`src/rtl/xlat_buffer.sv`:
```
module xlat_buffer #(
  parameter int ENTRIES = 40,
  parameter int VA_W    = 32,
  parameter int PA_W    = 32,
  parameter int OFS_W   = 12,
  localparam int VPN_W  = VA_W - OFS_W,
  localparam int PFN_W  = PA_W - OFS_W,
  localparam int IW     = $clog2(ENTRIES)
) (
  input  logic             clk,
  input  logic             rst_n,
  input  logic             lk_valid,
  input  logic [VA_W-1:0]  lk_vaddr,
  input  logic             lk_write,
  input  logic             lk_kernel,
  output logic             lk_hit,
  output logic             lk_miss,
  output logic             lk_fault,
  output logic [PA_W-1:0]  lk_paddr,
  input  logic             flush,
  input  logic             ref_clear,
  input  logic             rf_valid,
  input  logic [VPN_W-1:0] rf_vpn,
  input  logic [PFN_W-1:0] rf_pfn,
  input  logic [3:0]       rf_perm,
  output logic [IW-1:0]    victim
);

  logic [ENTRIES-1:0] vld_q, ref_q, ref_n;
  logic [VPN_W-1:0]   vpn_q  [ENTRIES];
  logic [PFN_W-1:0]   pfn_q  [ENTRIES];
  logic [3:0]         perm_q [ENTRIES];

  logic [ENTRIES-1:0] lk_match, rf_match;
  logic [VPN_W-1:0]   lk_vpn;
  assign lk_vpn = lk_vaddr[VA_W-1:OFS_W];

  for (genvar g = 0; g < ENTRIES; g++) begin : g_cmp
    assign lk_match[g] = vld_q[g] && (vpn_q[g] == lk_vpn);
    assign rf_match[g] = vld_q[g] && (vpn_q[g] == rf_vpn);
  end

  logic [IW-1:0] hit_idx, rf_hit_idx, free_idx, cold_idx;
  logic          any_free, any_cold;

  always_comb begin
    hit_idx    = '0;
    rf_hit_idx = '0;
    free_idx   = '0;
    cold_idx   = '0;
    any_free   = 1'b0;
    any_cold   = 1'b0;
    for (int i = ENTRIES - 1; i >= 0; i--) begin
      if (lk_match[i]) hit_idx = IW'(i);
      if (rf_match[i]) rf_hit_idx = IW'(i);
      if (!vld_q[i]) begin
        free_idx = IW'(i);
        any_free = 1'b1;
      end
      if (vld_q[i] && !ref_q[i]) begin
        cold_idx = IW'(i);
        any_cold = 1'b1;
      end
    end
  end

  assign victim = any_free ? free_idx : (any_cold ? cold_idx : '0);

  logic          found, allowed;
  logic [3:0]    hit_perm;
  logic [IW-1:0] rf_idx;

  assign found    = lk_valid && (lk_match != '0);
  assign hit_perm = perm_q[hit_idx];
  assign allowed  = hit_perm[{lk_kernel, lk_write}];
  assign lk_hit   = found && allowed;
  assign lk_fault = found && !allowed;
  assign lk_miss  = lk_valid && (lk_match == '0);
  assign lk_paddr = lk_hit ? {pfn_q[hit_idx], lk_vaddr[OFS_W-1:0]} : '0;
  assign rf_idx   = (rf_match != '0) ? rf_hit_idx : victim;

  always_comb begin
    ref_n = ref_q;
    if (lk_hit) ref_n[hit_idx] = 1'b1;
    if (ref_clear) ref_n = '0;
    if (rf_valid) ref_n[rf_idx] = 1'b0;
  end

  always_ff @(posedge clk) begin
    if (!rst_n || flush) begin
      vld_q <= '0;
      ref_q <= '0;
    end else begin
      ref_q <= ref_n;
      if (rf_valid) vld_q[rf_idx] <= 1'b1;
    end
  end

  always_ff @(posedge clk) begin
    if (rst_n && !flush && rf_valid) begin
      vpn_q[rf_idx]  <= rf_vpn;
      pfn_q[rf_idx]  <= rf_pfn;
      perm_q[rf_idx] <= rf_perm;
    end
  end

  a_r2_one_outcome: assert property (@(posedge clk) disable iff (!rst_n)
    lk_valid |-> ($countones({lk_hit, lk_miss, lk_fault}) == 1));
  a_r2_idle_quiet: assert property (@(posedge clk) disable iff (!rst_n)
    !lk_valid |-> !(lk_hit || lk_miss || lk_fault));
  a_r4_offset_kept: assert property (@(posedge clk) disable iff (!rst_n)
    lk_hit |-> (lk_paddr[OFS_W-1:0] == lk_vaddr[OFS_W-1:0]));
  a_r6_no_duplicate: assert property (@(posedge clk) disable iff (!rst_n)
    $countones(lk_match) <= 1);
  a_r7_sweep_clears: assert property (@(posedge clk) disable iff (!rst_n)
    ref_clear |=> (ref_q == '0));
  a_r9_flush_empties: assert property (@(posedge clk) disable iff (!rst_n)
    flush |=> (vld_q == '0));
  a_r3_reset_empty: assert property (@(posedge clk)
    !rst_n |=> (vld_q == '0));

endmodule

```
`config.mk`:
```
export PLATFORM = sky130hd
export DESIGN_NAME = xlat_buffer
export DESIGN_NICKNAME = d
export VERILOG_FILES = /design/src/rtl/xlat_buffer.sv
export SDC_FILE = /design/constraint.sdc
export NUM_CORES = 2
export LEC_CHECK = 0
export ABC_CLOCK_PERIOD_IN_PS = 8700
export BUFFER_PORTS_ARGS = -buffer_cell sky130_fd_sc_hd__clkbuf_2
export CORE_MARGIN = 2
export CORE_UTILIZATION = 40
export DETAILED_ROUTE_END_ITERATION = 8
export GPL_ROUTABILITY_DRIVEN = 0
export PLACE_DENSITY = 0.66
export SYNTH_ARGS = -nofsm -noshare
export SYNTH_HDL_FRONTEND = slang
export SYNTH_SLANG_ARGS = --single-unit
```
`constraint.sdc`:
```
create_clock -name clk -period 8.7 [get_ports clk]
set_input_delay 1.74 -clock clk [delete_from_list [all_inputs] [get_ports clk]]
set_output_delay 1.74 -clock clk [all_outputs]
set_load 0.05 [all_outputs]
```
# Word-level counts from Yosys, hierarchy flattened

Memory sizes are Yosys's and may differ from the RTL's.
Cells that the tools add are included.

Magnitude comparators: 5
Eq/ne operators: 80
Multiplexer cells: 255
Bitwise logic cells: 4
Reductions and logical operators: 175

Operators with widths:

| kind                 | count |
|---|---|
| $eq A20 B20 Y1       | 80 |
| $mux W6              | 163 |
| $logic_and A1 B1 Y1  | 128 |
| $mux W40             | 3 |
| $mux W1              | 85 |
| $or A40 B40 Y40      | 2 |
| $reduce_bool A40 Y1  | 2 |
| $logic_not A1 Y1     | 43 |
| $and A40 B40 Y40     | 1 |
| $logic_not A40 Y1    | 1 |
| $not A40 Y40         | 1 |
| $mux W32             | 1 |
| $lt A6 B7 Y1 const B | 2 |
| $demux W1 S6         | 2 |
| $ge A6 B1 Y1 const B | 2 |
| $lt A2 B3 Y1 const B | 1 |
| $bmux W1 S2          | 1 |
| $logic_or A1 B1 Y1   | 1 |

Register bits after elaboration: 80
Bits in writable memories: 1760
Input bits: 84
Word-level logic and storage cells: 524
Memories: 3

Memory list:

| name   | words | bits a word | read ports | clocked after Yosys merged registers in | write ports | line | RTL |
|---|---|---|---|---|---|---|---|
| pfn_q  | 40    | 20          | 1          | 0                                       | 1           | 31   | `logic [PFN_W-1:0] pfn_q [ENTRIES];` |
| vpn_q  | 40    | 20          | 40         | 0                                       | 1           | 30   | `logic [VPN_W-1:0] vpn_q [ENTRIES];` |
| perm_q | 40    | 4           | 1          | 0                                       | 1           | 32   | `logic [3:0] perm_q [ENTRIES];` |

# Logic depth before layout (Yosys ltp)

Word-level depth: 52
Gate-level depth with buffers: 26

# Worst setup path after synthesis

Ideal clock, no wire load.

Path kind: input-to-output
Start: input lk_vaddr[19]
End: output lk_paddr[28]
Data arrival time: 7.017 ns
Required time: 6.960 ns
Path slack: -0.057 ns
Stages on the path: 19
Cells stage by stage: buf_2 -> buf_6 -> buf_6 -> buf_2 -> xnor2_1 -> or3b_1 -> or4_1 -> buf_2 -> and2_4 -> and2_4 -> a211oi_2 -> buf_4 -> a21boi_1 -> a2111oi_2 -> o211ai_1 -> a211o_1 -> o211ai_4 -> nand3_4 -> nor4_1

Cells in the longest elaborated chain, start to end: 47
Elaborated cells on any way between the ends: 128
Classes of those cells: eq/ne: 40; mux: 43; reduce/logical: 43; memory: 2

Ends and longest elaborated chain:

| item                          | line | RTL |
|---|---|---|
| start, declared               | 13   | `input logic [VA_W-1:0] lk_vaddr,` |
| $eq A20 B20 Y1                | 39   | `assign lk_match[g] = vld_q[g] && (vpn_q[g] == lk_vpn);` |
| $logic_and A1 B1 Y1           | 39   |  |
| $mux W6 (40 in a row)         | 54   | `if (lk_match[i]) hit_idx = IW'(i);` |
| $mem_v2 Z40 W4                | -    |  |
| $bmux W1 S2                   | 75   | `assign allowed = hit_perm[{lk_kernel, lk_write}];` |
| $mux W1 (not written as such) | 75   |  |
| $logic_and A1 B1 Y1           | 76   | `assign lk_hit = found && allowed;` |
| $mux W32 *                    | 79   | `assign lk_paddr = lk_hit ? {pfn_q[hit_idx], lk_vaddr[OFS_W-1:0]} : '0;` |
| end, declared                 | 19   | `output logic [PA_W-1:0] lk_paddr,` |

Every way passes the cells marked *; elsewhere a longest branch is shown, timed or not. The select of a mux whose other input is x is not followed.

# Final worst setup path

Start: input lk_vaddr[28]
End: output lk_paddr[16]

The elaborated chain is that of the path after synthesis.

==> impl_metrics.py <==
metrics = {
    "layout": {
        "nFillCells": 19100,
        "layout.area.seq_mm2": 0.0545,
        "synthToLayoutAreaGrowth_pct": 17.7,
        "finish.instance_area_mm2": 0.104,
        "final_layout_size_suffix_gt1_frac": 0.160,
        "finalNetCount": 7350,
        "multiInputGateArea_mm2": 0.0326,
    },
    "sta": {
        "report.final.hold_viol_count": 0,
        "worst_clk_skew_ns": 0.0806,
        "final.period_utilization": 0.997,
        "setup_viol_count_final": 0,
        "max_fclk_mhz": 115,
        "worstMarginPinSlew_ns": 1.41,
        "finalMaxSlewViolations": 0,
        "finalCriticalPeriod_ns": 8.68,
        "fin_hold_ws_ns": 0.450,
        "relSlewSlack": 0.0544,
        "tns_ns": 0,
    },
    "synthesis": {
        "post_synth_edffs": 1760,
        "synth-main-ff-cell": "sky130_fd_sc_hd__edfxtp_1",
        "synth-compound-area-share": 0.0692,
        "synthesis.area_mm2": 0.0884,
        "muxShareOfSynthArea": 0.0129,
        "postSynthNetCount": 6835,
        "synth_seq_cells": 1840,
        "synthArstFlopShare": 0,
        "synth-adder-area-share": 0,
        "yosys.cell_count.top_type": "sky130_fd_sc_hd__edfxtp_1",
        "synth_area_leaders": "sky130_fd_sc_hd__edfxtp_1 60%, sky130_fd_sc_hd__xnor2_1 12%, sky130_fd_sc_hd__xor2_1 4.1%",
        "synthTopCellsByCount": "1760 x sky130_fd_sc_hd__edfxtp_1, 1182 x sky130_fd_sc_hd__xnor2_1, 456 x sky130_fd_sc_hd__nand4_1",
        "ys.warnings.count": 0,
        "synth_simple_gate_area_frac": 0.118,
        "syn_avg_cell_area_um2": 13.1,
        "synthCells": 6751,
        "synth.yosys.seq_area_share": 0.616,
        "synth.largest_area_cell": "sky130_fd_sc_hd__edfxtp_1",
        "netlist-cell-type-count": 113,
        "synthDominantCellAreaShare": 0.598,
        "synthXorXnorAreaFrac": 0.159,
        "combinational_family_with_the_most_area_after_synthesis": "XOR/XNOR gates",
    },
    "detailed_routing": {
        "route.detailed.vias_per_inst": 6.27,
        "detailedRoute.firstIterationViolations": 10600,
        "detailroute.via_count": 65000,
        "routed_wl_um": 329000,
        "antenna_violating_nets_post_route": 0,
        "post_drt_wl_per_cell_um": 31.7,
        "route.detailed.drc": 7,
        "drt_first_pass_iters": 9,
    },
    "place": {
        "io_buffer_count": 124,
        "dpl_wire_length_um": 210000,
        "placed_cell_area_mm2": 0.0971,
    },
    "worst_setup_path": {
        "worstSetupStartpointType": "input pin",
        "worst_path_class_setup": "in -> out",
        "worst-path-max-fanout": 12,
        "crit_end_category": "output pin",
        "critical_path.most_common_cell": "sky130_fd_sc_hd__buf_4",
        "critical_path_arrival_ns": 6.94,
        "cp_slowest_cell": "sky130_fd_sc_hd__a21boi_1",
        "cpLargestDelayFamily": "compound AO/OA/AOI/OAI gates",
        "worstPathBufferInverterCount": 9,
        "critical_path_max_stage_delay_ns": 0.62,
        "timing.critical_path.required_ns": 6.96,
    },
    "floorplanning": {
        "die_area_mm2": 0.225,
        "top_level_ports": 125,
        "initial_utilization": 0.402,
        "die_x_um": 474,
        "core.rowCount": 172,
        "die_h_um": 474,
        "fp.coreArea_mm2": 0.220,
    },
    "run_status": {
        "violations": "design-rule violations",
        "run_status": "finished, violations left",
    },
    "flow_run": {
        "drv_cap": 0,
    },
    "power": {
        "power.density_cell_area_mw_per_mm2": 182,
        "power.static_leakage_nw": 32.8,
        "power.ir.vdd_worst_mv": 0.228,
    },
    "global_route": {
        "first_global_vias": 62800,
        "number_of_antenna_violations_at_the_first_check_in_global_routing": 16,
        "grtUsageTotal": 0.283,
        "grt_first_pass_wirelength_um": 458000,
        "largest_net_degree_at_the_start_of_global_routing": 61,
        "grt.overflow.total": 0,
    },
    "clock_network": {
        "tritoncts": "built",
        "htree_levels": 4,
        "clock_latency_ns": 0.89,
        "cts_buffer_depth": 3,
        "cts_root_buffer": "sky130_fd_sc_hd__clkbuf_16",
        "cts_made_buffers": 185,
        "cts.reportedPaths.clkPinSlew_ns": 0.06,
        "tritoncts_num_sinks": 1840,
    },
    "min_path": {
        "min-delay-path-class": "reg -> reg",
    },
}
cell type report:
class / instances / share of cell area
diodes: 8 / 0.000192
clock buffers: 240 / 0.0476
clock inverters: 95 / 0.0109
inverters: 62 / 0.00224
multi-input cells: 4489 / 0.313
flip-flops and latches: 1840 / 0.523
well taps: 2958 / 0.0356
repair buffers: 688 / 0.0672
worst paths after layout:
| check | to | slack, ns | from | cells after the start |
|---|---|---|---|---|
| worst max register to register | pfn_q[6][3]$_DFFE_PP_ | 2.67 | vpn_q[39][1]$_DFFE_PP_ | 15 |
| worst min register to register | ref_q[30]$_SDFF_PP0_ | 0.45 | ref_q[30]$_SDFF_PP0_ | 2 |
| worst min-delay path | ref_q[30]$_SDFF_PP0_ | 0.45 | ref_q[30]$_SDFF_PP0_ | 2 |
| worst max-delay path | lk_paddr[16] | 0.02 | lk_vaddr[28] | 25 |
cell usage in the layout (no fill, tap or decap), drive strengths merged, types with 82 or more instances in the layout:
cell	instances
o22ai	123
o21ai	175
nor2	337
nor4	201
clkbuf	291
buf	637
nand3	210
nand4	457
o22a	82
nand2	339
a21oi	107
edfxtp	1760
xor2	411
xnor2	1189
routing by layer:
layer  up-vias  part of all wire  GRT usage
li1      26500                 -          -
met1     32300              0.37      0.373
met2      5138              0.43      0.427
met3      1167              0.13     0.0712
met4         8             0.063      0.156
met5         -           0.00016          0
worst register-to-register path, cell delays in order, from the launching register on:
cell and delay, ns:
sky130_fd_sc_hd__edfxtp_1 0.42, sky130_fd_sc_hd__xnor2_1 0.27, sky130_fd_sc_hd__nand4_1 0.12, sky130_fd_sc_hd__nor4_1 0.81
sky130_fd_sc_hd__and2_1 0.24, sky130_fd_sc_hd__o211ai_1 0.13, sky130_fd_sc_hd__a31oi_1 0.40, sky130_fd_sc_hd__o211ai_1 0.15
sky130_fd_sc_hd__a31oi_1 0.24, sky130_fd_sc_hd__o21ai_0 0.14, sky130_fd_sc_hd__a211oi_1 0.54, sky130_fd_sc_hd__o211ai_1 0.24
sky130_fd_sc_hd__a21oi_1 0.32, sky130_fd_sc_hd__nand2_1 0.64, sky130_fd_sc_hd__nor2_4 0.31, sky130_fd_sc_hd__buf_4 0.65
power breakdown:
part	switching [W]	internal, W	leakage, nW
Sequential	0.00000552	0.00970	16.5
Clock	0.00364	0.00447	2.92
Combinational	0.000767	0.000370	13.4
flip-flops by register name (all words and copies together), names as in the netlist:
| name | count |
|---|---|
| pfn_q | 800 |
| vpn_q | 800 |
| perm_q | 160 |
| ref_q | 40 |
| vld_q | 40 |
through the flow:
| stage | worst slack (ns) | power (W) | util | cells |
|---|---|---|---|---|
| 5_1_grt | -0.130 | 0.0193 | 0.473 | 10400 |
| 3_3_place_gp | -0.656 | 0.0110 | 0.442 | 10000 |
| 4_1_cts | 0.0119 | 0.0189 | 0.471 | 10400 |
| 6_report | 0.0244 | 0.0190 | 0.473 | 10400 |
| 2_1_floorplan | 0.334 | 0.0105 | - | 6751 |
| 3_5_place_dp | -0.726 | 0.0110 | 0.442 | 10000 |
cell families after synthesis:
| family | Yosys count |
|---|---|
| and+or+nand+nor | 1927 |
| muxes | 109 |
| buffers and inverters | 423 |
| xor gates and xnor gates | 1600 |
| DFF | 1840 |
| AOI/OAI and AO/OA | 852 |
what timing repair did:
item / CTS / global route
endpoints found under the setup margin: 34 / 34
buffers inserted: 10 / 20
gates cloned: 0 / 1
hold buffers: 0 / 0
endpoints found under the hold margin: 0 / 0
gates resized for setup: 35 / 79
pin swaps: 11 / 33
Power figures use the tool's default switching activity.
